==> src/rtl/ptp_tc_pkg.sv <==
package ptp_tc_pkg;

    localparam int REG_AW = 4;

    typedef enum logic [REG_AW-1:0] {
        RA_RUN_SET = 4'd0,
        RA_RUN_CLR = 4'd1,
        RA_STEP    = 4'd2,
        RA_LD_NS   = 4'd4,
        RA_LD_SLO  = 4'd5,
        RA_LD_SHI  = 4'd6,
        RA_MON_NS  = 4'd8,
        RA_MON_SLO = 4'd9,
        RA_MON_SHI = 4'd10
    } reg_addr_e;

endpackage

==> src/rtl/ptp_tc_regs.sv <==
module ptp_tc_regs
    import ptp_tc_pkg::*;
#(
    parameter int DATA_W = 32,
    parameter int SEC_W  = 64
) (
    input  logic              clk,
    input  logic              rst_n,
    input  logic              wr_i,
    input  logic [REG_AW-1:0] addr_i,
    input  logic [DATA_W-1:0] wdata_i,
    output logic              run_o,
    output logic [DATA_W-1:0] step_o,
    output logic [DATA_W-1:0] ld_ns_o,
    output logic [SEC_W-1:0]  ld_sec_o,
    output logic              commit_o,
    output logic [DATA_W-1:0] commit_ns_o
);

    localparam int HI_W = SEC_W - DATA_W;

    typedef struct packed {
        logic              run;
        logic [DATA_W-1:0] step;
        logic [DATA_W-1:0] ld_ns;
        logic [DATA_W-1:0] ld_slo;
        logic [HI_W-1:0]   ld_shi;
    } regs_t;

    regs_t     cur_q, nxt_d;
    reg_addr_e wa;

    always_comb begin
        wa    = reg_addr_e'(addr_i);
        nxt_d = cur_q;
        if (wr_i) begin
            case (wa)
                RA_RUN_SET: if (wdata_i[0]) nxt_d.run = 1'b1;
                RA_RUN_CLR: if (wdata_i[0]) nxt_d.run = 1'b0;
                RA_STEP:    nxt_d.step   = wdata_i;
                RA_LD_NS:   nxt_d.ld_ns  = wdata_i;
                RA_LD_SLO:  nxt_d.ld_slo = wdata_i;
                RA_LD_SHI:  nxt_d.ld_shi = HI_W'(wdata_i);
                default:    ;
            endcase
        end
    end

    always_ff @(posedge clk or negedge rst_n) begin
        if (!rst_n) cur_q <= '0;
        else        cur_q <= nxt_d;
    end

    assign run_o       = cur_q.run;
    assign step_o      = cur_q.step;
    assign ld_ns_o     = cur_q.ld_ns;
    assign ld_sec_o    = {cur_q.ld_shi, cur_q.ld_slo};
    assign commit_o    = wr_i && (wa == RA_LD_NS);
    assign commit_ns_o = wdata_i;

    assert_run_set_R2: assert property (@(posedge clk) disable iff (!rst_n)
        (wr_i && addr_i == RA_RUN_SET && wdata_i[0]) |=> run_o);

    assert_run_clr_R2: assert property (@(posedge clk) disable iff (!rst_n)
        (wr_i && addr_i == RA_RUN_CLR && wdata_i[0]) |=> !run_o);

    assert_run_ignore_R2: assert property (@(posedge clk) disable iff (!rst_n)
        (wr_i && (addr_i == RA_RUN_SET || addr_i == RA_RUN_CLR) && !wdata_i[0])
            |=> $stable(run_o));

endmodule

==> src/rtl/ptp_tc_accum.sv <==
module ptp_tc_accum #(
    parameter int          NS_W       = 32,
    parameter int          INT_W      = 5,
    parameter int          FRAC_W     = 27,
    parameter int          SEC_W      = 64,
    parameter int unsigned NS_PER_SEC = 1_000_000_000
) (
    input  logic                    clk,
    input  logic                    rst_n,
    input  logic                    run_i,
    input  logic [INT_W+FRAC_W-1:0] step_i,
    input  logic                    commit_i,
    input  logic [NS_W-1:0]         commit_ns_i,
    input  logic [SEC_W-1:0]        commit_sec_i,
    output logic [NS_W-1:0]         ns_o,
    output logic [SEC_W-1:0]        sec_o
);

    localparam int                 STEP_W = INT_W + FRAC_W;
    localparam logic [NS_W:0]      LIMIT  = (NS_W+1)'(NS_PER_SEC);

    typedef struct packed {
        logic [FRAC_W-1:0] frac;
        logic [NS_W-1:0]   ns;
        logic [SEC_W-1:0]  sec;
    } time_t;

    time_t             cur_q, nxt_d;
    logic [FRAC_W:0]   frac_sum;
    logic [NS_W:0]     ns_sum;
    logic              wrap;

    always_comb begin
        frac_sum = {1'b0, cur_q.frac} + {1'b0, step_i[FRAC_W-1:0]};
        ns_sum   = {1'b0, cur_q.ns}
                 + (NS_W+1)'(step_i[STEP_W-1:FRAC_W])
                 + (NS_W+1)'(frac_sum[FRAC_W]);
        wrap     = (ns_sum >= LIMIT);
        nxt_d    = cur_q;
        if (commit_i) begin
            nxt_d.frac = '0;
            nxt_d.ns   = commit_ns_i;
            nxt_d.sec  = commit_sec_i;
        end else if (run_i) begin
            nxt_d.frac = frac_sum[FRAC_W-1:0];
            if (wrap) begin
                nxt_d.ns  = NS_W'(ns_sum - LIMIT);
                nxt_d.sec = cur_q.sec + 1'b1;
            end else begin
                nxt_d.ns  = NS_W'(ns_sum);
            end
        end
    end

    always_ff @(posedge clk or negedge rst_n) begin
        if (!rst_n) cur_q <= '0;
        else        cur_q <= nxt_d;
    end

    assign ns_o  = cur_q.ns;
    assign sec_o = cur_q.sec;

    // Holds as long as software only loads nanosecond values below one second.
    assert_ns_in_range_R4: assert property (@(posedge clk) disable iff (!rst_n)
        (cur_q.ns < NS_W'(NS_PER_SEC)));

    assert_sec_single_step_R4: assert property (@(posedge clk) disable iff (!rst_n)
        (run_i && !commit_i) |=> (sec_o == $past(sec_o) || sec_o == $past(sec_o) + 1'b1));

    assert_hold_when_stopped_R2: assert property (@(posedge clk) disable iff (!rst_n)
        (!run_i && !commit_i) |=> ($stable(ns_o) && $stable(sec_o) && $stable(cur_q.frac)));

    assert_commit_loads_R5: assert property (@(posedge clk) disable iff (!rst_n)
        commit_i |=> (ns_o == $past(commit_ns_i) && sec_o == $past(commit_sec_i)
                      && cur_q.frac == '0));

endmodule

==> src/rtl/ptp_tc_readout.sv <==
module ptp_tc_readout
    import ptp_tc_pkg::*;
#(
    parameter int DATA_W = 32,
    parameter int SEC_W  = 64
) (
    input  logic              clk,
    input  logic              rst_n,
    input  logic              rd_i,
    input  logic [REG_AW-1:0] addr_i,
    input  logic              run_i,
    input  logic [DATA_W-1:0] step_i,
    input  logic [DATA_W-1:0] ld_ns_i,
    input  logic [SEC_W-1:0]  ld_sec_i,
    input  logic [DATA_W-1:0] ns_i,
    input  logic [SEC_W-1:0]  sec_i,
    output logic [DATA_W-1:0] rdata_o
);

    typedef struct packed {
        logic [DATA_W-1:0] rdata;
        logic [SEC_W-1:0]  shadow;
    } rd_t;

    rd_t       cur_q, nxt_d;
    reg_addr_e ra;

    always_comb begin
        ra    = reg_addr_e'(addr_i);
        nxt_d = cur_q;
        if (rd_i) begin
            case (ra)
                RA_RUN_SET: nxt_d.rdata = DATA_W'(run_i);
                RA_STEP:    nxt_d.rdata = step_i;
                RA_LD_NS:   nxt_d.rdata = ld_ns_i;
                RA_LD_SLO:  nxt_d.rdata = ld_sec_i[DATA_W-1:0];
                RA_LD_SHI:  nxt_d.rdata = DATA_W'(ld_sec_i >> DATA_W);
                RA_MON_NS: begin
                    nxt_d.rdata  = ns_i;
                    nxt_d.shadow = sec_i;
                end
                RA_MON_SLO: nxt_d.rdata = cur_q.shadow[DATA_W-1:0];
                RA_MON_SHI: nxt_d.rdata = DATA_W'(cur_q.shadow >> DATA_W);
                default:    nxt_d.rdata = '0;
            endcase
        end
    end

    always_ff @(posedge clk or negedge rst_n) begin
        if (!rst_n) cur_q <= '0;
        else        cur_q <= nxt_d;
    end

    assign rdata_o = cur_q.rdata;

    assert_shadow_capture_R6: assert property (@(posedge clk) disable iff (!rst_n)
        (rd_i && addr_i == RA_MON_NS) |=> (cur_q.shadow == $past(sec_i) && rdata_o == $past(ns_i)));

    assert_shadow_held_R6: assert property (@(posedge clk) disable iff (!rst_n)
        !(rd_i && addr_i == RA_MON_NS) |=> $stable(cur_q.shadow));

    assert_rdata_held_R8: assert property (@(posedge clk) disable iff (!rst_n)
        !rd_i |=> $stable(rdata_o));

endmodule

==> src/rtl/ptp_time_counter.sv <==
module ptp_time_counter
    import ptp_tc_pkg::*;
#(
    parameter int          DATA_W     = 32,
    parameter int          INT_W      = 5,
    parameter int          SEC_W      = 64,
    parameter int unsigned NS_PER_SEC = 1_000_000_000
) (
    input  logic              clk,
    input  logic              rst_n,
    input  logic              reg_wr,
    input  logic              reg_rd,
    input  logic [REG_AW-1:0] reg_addr,
    input  logic [DATA_W-1:0] reg_wdata,
    output logic [DATA_W-1:0] reg_rdata
);

    localparam int FRAC_W = DATA_W - INT_W;

    logic              run;
    logic [DATA_W-1:0] step;
    logic [DATA_W-1:0] ld_ns;
    logic [SEC_W-1:0]  ld_sec;
    logic              commit;
    logic [DATA_W-1:0] commit_ns;
    logic [DATA_W-1:0] ns;
    logic [SEC_W-1:0]  sec;

    ptp_tc_regs #(.DATA_W(DATA_W), .SEC_W(SEC_W)) u_regs (
        .clk         (clk),
        .rst_n       (rst_n),
        .wr_i        (reg_wr),
        .addr_i      (reg_addr),
        .wdata_i     (reg_wdata),
        .run_o       (run),
        .step_o      (step),
        .ld_ns_o     (ld_ns),
        .ld_sec_o    (ld_sec),
        .commit_o    (commit),
        .commit_ns_o (commit_ns)
    );

    ptp_tc_accum #(
        .NS_W       (DATA_W),
        .INT_W      (INT_W),
        .FRAC_W     (FRAC_W),
        .SEC_W      (SEC_W),
        .NS_PER_SEC (NS_PER_SEC)
    ) u_accum (
        .clk          (clk),
        .rst_n        (rst_n),
        .run_i        (run),
        .step_i       (step),
        .commit_i     (commit),
        .commit_ns_i  (commit_ns),
        .commit_sec_i (ld_sec),
        .ns_o         (ns),
        .sec_o        (sec)
    );

    ptp_tc_readout #(.DATA_W(DATA_W), .SEC_W(SEC_W)) u_readout (
        .clk      (clk),
        .rst_n    (rst_n),
        .rd_i     (reg_rd),
        .addr_i   (reg_addr),
        .run_i    (run),
        .step_i   (step),
        .ld_ns_i  (ld_ns),
        .ld_sec_i (ld_sec),
        .ns_i     (ns),
        .sec_i    (sec),
        .rdata_o  (reg_rdata)
    );

endmodule

==> config.mk <==
export PLATFORM = sky130hd
export DESIGN_NAME = ptp_time_counter
export DESIGN_NICKNAME = d
export VERILOG_FILES = /design/src/rtl/ptp_tc_pkg.sv /design/src/rtl/ptp_tc_regs.sv /design/src/rtl/ptp_tc_accum.sv /design/src/rtl/ptp_tc_readout.sv /design/src/rtl/ptp_time_counter.sv
export SDC_FILE = /design/constraint.sdc
export NUM_CORES = 1
export LEC_CHECK = 0
export BUFFER_PORTS_ARGS = -buffer_cell sky130_fd_sc_hd__buf_4
export CAP_MARGIN = 15
export CORE_MARGIN = 2
export CORE_UTILIZATION = 29
export DETAILED_ROUTE_END_ITERATION = 8
export HOLD_SLACK_MARGIN = 0.08
export PLACE_DENSITY_LB_ADDON = 0.08
export SETUP_SLACK_MARGIN = 0.2
export SKIP_LAST_GASP = 1
export SYNTH_ARGS = -nofsm -noshare
export SYNTH_HDL_FRONTEND = slang
export SYNTH_HIERARCHICAL = 1
export SYNTH_SLANG_ARGS = --single-unit
==> constraint.sdc <==
create_clock -name clk -period 6.6 [get_ports clk]
set_input_delay 0 -clock clk [delete_from_list [all_inputs] [get_ports clk]]
set_output_delay 0 -clock clk [all_outputs]
set_load 0.005 [all_outputs]
# Word-level counts from Yosys, hierarchy flattened
# Index checks and enable logic that the tools add are counted.
word_totals:
  ff_bits: 348
  out_inout_bits: 32
  word_cells: 46
  inputBits: 40
op_classes:
  reduce_logical: 12
  addsub: 5
  n_mux: 8
  eq_ne: 10
  n_lt_le_gt_ge: 1
ops:
  columns: ["cell", "n"]
  rows:
  - ["case mux 32 bit (8 select lines)", 1]
  - ["two-way mux 123 bit", 2]
  - ["adder 64 x 1 -> 64 bit (second input constant)", 1]
  - ["two-way mux 64 bit", 1]
  - ["adder 32 x 5 -> 33 bit", 1]
  - ["adder 33 x 1 -> 33 bit", 1]
  - ["greater-or-equal comparator 33 x 30 -> 1 bit (second input constant)", 1]
  - ["two-way mux 32 bit", 1]
  - ["subtractor 32 x 30 -> 32 bit (second input constant)", 1]
  - ["adder 27 x 27 -> 28 bit", 1]
  - ["equality test 4 x 3 -> 1 bit (second input constant)", 3]
  - ["equality test 4 bit (second input constant)", 3]
  - ["AND reduction 2 bit", 6]
  - ["nonzero test 2 bit", 3]
  - ["equality test 4 x 1 -> 1 bit (second input constant)", 1]
  - ["equality test 4 x 2 -> 1 bit (second input constant)", 1]
  - ["logical NOT 4 bit", 1]
  - ["inequality test 2 bit (second input constant)", 2]
  - ["AND reduction 4 bit", 1]
  - ["two-way mux 1 bit", 2]
  - ["case mux 1 bit (2 select lines)", 1]
  - ["logical AND 1 bit", 1]

# Longest topological paths before layout
logic_depth:
  depth_word: 6
  ltp_mapped: 31
  mapped_depth_nobuf: 29

# Cells and area by module
# Netlist, hierarchy kept.
by_module_without_submodules:
  columns: ["mod", "area_each_um2", "cells_each", "instances", "seq_area_each_um2"]
  rows:
  - ["ptp_tc_accum", 10321.1, 1256, 1, 3078.0]
  - ["ptp_tc_readout", 5501.5, 454, 1, 2402.3]
  - ["ptp_tc_regs", 5226.3, 311, 1, 3228.1]

# Least setup slack after synthesis
# No wires, ideal clock.
synth_path:
  path_kind: "register to register"
  startpoint: "register u_regs.cur_q, in the netlist u_regs/step_o[1]"
  endpoint: "register u_accum.cur_q, in the netlist u_accum/ns_o[21]"
  path_stages_with_launch: 32
  setup_time_ns: 0.125
  period_less_slack_ns: 6.283
  setup_slack_ns: 0.317
  path_buffers: 2
  required_time_ns: 6.475
  arrival_ns: 6.158
  path_cell_list: "dfrtp_1 -> ha_1 -> a21o_1 -> a21o_1 -> a2111oi_0 -> o21bai_1 -> a31oi_1 -> a311o_1 -> o211ai_1 -> a21o_1 -> nand2_1 -> nand2_1 -> a31oi_1 -> fa_1 -> inv_1 -> fa_1 -> a21oi_1 -> o21ai_1 -> nand3_1 -> xor2_1 -> ha_1 -> nor2_1 -> mux2i_1 -> nand3_1 -> and4_4 -> o21ai_2 -> buf_4 -> buf_4 -> a32oi_1 -> mux2i_1 -> xor2_1 -> mux2_2"
synth_between:
  elab_chain_cells: 6
  elab_cells_between_ends: 7
  cone_classes: "add/sub (3); order compare (1); mux (3)"
synth_lines:
  columns: ["item", "line", "text"]
  rows:
  - ["start: declaration", "ptp_tc_regs.sv:30", "regs_t cur_q, nxt_d;"]
  - ["start signal: assignment", "ptp_tc_regs.sv:51", "else cur_q <= nxt_d;"]
  - ["adder 27 x 27 -> 28 bit (*)", "ptp_tc_accum.sv:34", "frac_sum = {1'b0, cur_q.frac} + {1'b0, step_i[FRAC_W-1:0]};"]
  - ["adder 33 x 1 -> 33 bit (*)", "ptp_tc_accum.sv:37", "+ (NS_W+1)'(frac_sum[FRAC_W]);"]
  - ["subtractor 32 x 30 -> 32 bit / greater-or-equal comparator 33 x 30 -> 1 bit (equally long branches)", "ptp_tc_accum.sv:47, ptp_tc_accum.sv:38", null]
  - ["two-way mux 32 bit (*)", "ptp_tc_accum.sv:46", "if (wrap) begin"]
  - ["two-way mux 123 bit (*)", "ptp_tc_accum.sv:44", "end else if (run_i) begin"]
  - ["two-way mux 123 bit (*)", "ptp_tc_accum.sv:40", "if (commit_i) begin"]
  - ["end signal: assignment", "ptp_tc_accum.sv:57", "else cur_q <= nxt_d;"]
  - ["end: declaration", "ptp_tc_accum.sv:28", "time_t cur_q, nxt_d;"]
# Every way passes the cells marked *; elsewhere a longest branch is shown, timed or not. The select of a mux whose other input is x is not followed.
# A chain may end at the register's enable or synchronous reset.

# Final worst setup path
layout_path:
  startpoint: "register u_accum/cur_q[97] (netlist name)"
  endpoint: "register u_accum.cur_q, in the netlist u_accum/sec_o[60]"
layout_between:
  elab_chain_cells: 5
layout_lines:
  columns: ["item", "line", "text"]
  rows:
  - ["adder 27 x 27 -> 28 bit", "ptp_tc_accum.sv:34", null]
  - ["adder 33 x 1 -> 33 bit", "ptp_tc_accum.sv:37", null]
  - ["greater-or-equal comparator 33 x 30 -> 1 bit", "ptp_tc_accum.sv:38", "wrap = (ns_sum >= LIMIT);"]
  - ["nonzero test 2 bit (no line)", null, null]
  - ["AND reduction 2 bit (no line)", null, null]
# No other way between the ends.

==> flow_summary.json <==
{
  "syn_area_per_cell_um2": 10.4,
  "grt_usage": 0.204,
  "reg2reg_depth": 31,
  "die_h_um": 273,
  "gp_congestion": 0.837,
  "rrSetupSlack_ns": 0.05,
  "dp_worst_setup_slack_ns": -0.447,
  "drc": 0,
  "max_stage_delay_ns": 0.52,
  "use_met3": 0.0281,
  "ys.flop_type": "dfrtp_1",
  "antenna_found_initial": 2,
  "cp_data_arrival_time_ns": 6.96,
  "nets": 2151,
  "synth-edff-count": 0,
  "ys_seq_area_frac": 0.414,
  "rsz0062_at_grt": "yes",
  "initial_core_util": 0.293,
  "synthTopCellsByArea": "dfrtp_1 41%, mux2_2 7.4%, buf_4 6.0%, nand2_1 3.5%, mux2_1 3.2%",
  "drv_cap": 0,
  "numCtsBuffers": 44,
  "crit_path_start_kind": "register",
  "status": "finished clean",
  "slew_headroom": 0.278,
  "cts_max_path_buffers": 3,
  "detail_route.wirelength_um": 76600,
  "utilization": 0.351,
  "root_buffer": "clkbuf_16",
  "dieArea_um2": 74800,
  "htreeDepth": 2,
  "power.density_nw_per_um2": 421,
  "final_cell_mix": "346 x dfrtp_1, 210 x buf_4, 190 x nand2_1",
  "post-place-cells": 2890,
  "endpoint_kind": "register",
  "layout_min_cycle_time_ns": 6.55,
  "period_share": 0.992,
  "via_count": 16200,
  "hold_slack_ns": 0.0861,
  "yosysWarningCount": 6,
  "crit_slowest_cell": "or4_4",
  "reg2reg_from": "u_accum/cur_q[97]",
  "dpl_cell_area_um2": 22100,
  "gr-total-overflow": 0,
  "use_met1": 0.289,
  "clk_latency_ns": 0.57,
  "finalMaxSlewViolations": 0,
  "final_common_cell": "dfrtp_1",
  "grt_max_degree": 160,
  "yosysTopAreaCell": "dfrtp_1",
  "finalSetupViolations": 0,
  "netlist.area_leader.share": 0.414,
  "synth_nets": 2097,
  "io_buffers": 71,
  "finalHoldViolCount": 0,
  "crit_start": "u_accum/cur_q[97]",
  "synth_area_um2": 21000,
  "row_count": 98,
  "grt_first_pass_wirelength_um": 113000,
  "required_ns": 7.02,
  "fill_cells": 7254,
  "core_area_um2": 71700,
  "skew_ns": 0.0156,
  "drt-vias-per-instance": 5.28,
  "async_reset_ff_frac": 1.00,
  "yosysUniqueCellTypes": 102,
  "fin_ws_ns": 0.0522,
  "final_design_area_no_fill_um2": 25200,
  "wl_per_cell_um": 25.0,
  "fmax_ghz": 0.153,
  "crit_path_max_fanout": 6,
  "drtPass1Iterations": 8,
  "die_x_um": 273,
  "cts_tree": "done",
  "top_usage_layer": "met2",
  "ir_drop_v": 0.000168,
  "path_clk_slew_ns": 0.06,
  "ys_seq_elements": 348,
  "drive_gt1_frac": 0.299,
  "ios": 72,
  "tightestPinTransition_ns": 1.08,
  "hp-class": "in -> async",
  "synthCells": 2021,
  "drt_iter0_drc": 1105,
  "reg2reg_to": "u_accum/sec_o[60]",
  "syn_to_final_growth_pct": 19.8,
  "post-dp-hpwl_um": 51000,
  "stdcell_count": 3060,
  "critPathKind": "reg -> reg",
  "p_leak_nw": 10.6,
  "ant_nets": 0,
  "grt_pass1_vias": 16500,
  "cts.sinks": 348,
  "gr-usage-met2": 0.325
}
==> worst max-delay path: cells and delay by family, from the launching register on <==
family                     cells  cell delay, ns
adders and majority gates      3            0.84
and+or+nand+nor                5            0.89
xor gates and xnor gates       2            0.28
DFF                            1            0.40
AOI/OAI and AO/OA             15            3.19
buffers and inverters          6            0.77
==> sequential cells by signal, summed over array words and instances, names as in the netlist <==
register and flops:
u_readout/rdata_o 32, u_readout/cur_q 64, u_regs/ld_sec_o 64, u_regs/step_o 32
u_regs/run_o 1, u_accum/ns_o 32, u_accum/cur_q 27, u_regs/ld_ns_o 32
u_accum/sec_o 64
==> final cells by class <==
type / count / area, um2 / area share
antenna: 1 / 2.50 / 0.0000993
sequential: 348 / 8710 / 0.346
inverter: 34 / 128 / 0.00506
multi-input combinational: 1356 / 11100 / 0.440
tap: 950 / 1190 / 0.0472
timing repair buffer: 291 / 2640 / 0.105
clock buffer: 69 / 1310 / 0.0518
clock inverter: 11 / 133 / 0.00526
==> where the power goes <==
group	total, mW	internal, mW	switching, mW
registers	3.56	2.79	0.775
logic	4.58	2.27	2.32
clock network	2.46	1.47	0.986
==> cell families (layout without fill, tap and decap cells) <==
kind of cell               count (synthesis)  in the layout  share of synthesized area
and+or+nand+nor                          535            535                      0.129
AOI/OAI and AO/OA                        409            409                      0.149
DFF                                      348            348                      0.414
buffers and inverters                    317            405                     0.0945
muxes                                    264            264                      0.144
xor gates and xnor gates                 111            111                     0.0462
adders and majority gates                 37             37                     0.0229
other                                      0              1                          0
==> worst max path at each step <==
stage	cells after the start	slack [ns]	end
after detailed placement	29	-0.45	u_accum/ns_o[25]
after floorplan	31	0.32	u_accum/ns_o[21]
after CTS	31	-0.02	u_accum/sec_o[60]
after global placement	29	-0.49	u_accum/ns_o[25]
final	31	0.05	u_accum/sec_o[60]
after global routing	31	-0.23	u_accum/sec_o[52]
==> per-layer routing <==
metal  up-vias  wire [um]
met4         2       2050
met2       352      35200
li1       7366          -
met1      8327      36000
met5         -         13
met3       110       3310
==> Yosys cell counts (33+ instances only) <==
library cell	number
buf_2	46
mux2_1	60
ha_1	33
nand2_1	198
mux2i_1	36
a22oi_1	33
xor2_1	59
a21oi_1	45
clkbuf_1	52
o221ai_1	34
xnor2_1	52
nand3_1	64
dfrtp_1	348
a22o_1	36
nor2_1	72
buf_4	168
nor3_1	33
mux2_2	138
o21ai_0	89
==> repair_timing <==
action,CTS,global route
endpoints found under the setup margin,87,87
buffers inserted,38,9
hold endpoints to repair,235,0
gates resized for setup,106,59
gates cloned,3,0
hold buffers,39,0
pin swaps,64,55
==> metrics by stage <==
step | total power [mW] | TNS, ns
2_1_floorplan | 6.12 | 0
3_3_place_gp | 7.39 | -26.81
3_5_place_dp | 7.42 | -26.80
4_1_cts | 10.5 | -0.0675
5_1_grt | 11.2 | -10.59
6_report | 10.6 | 0
(Power assumes the default switching activity.)
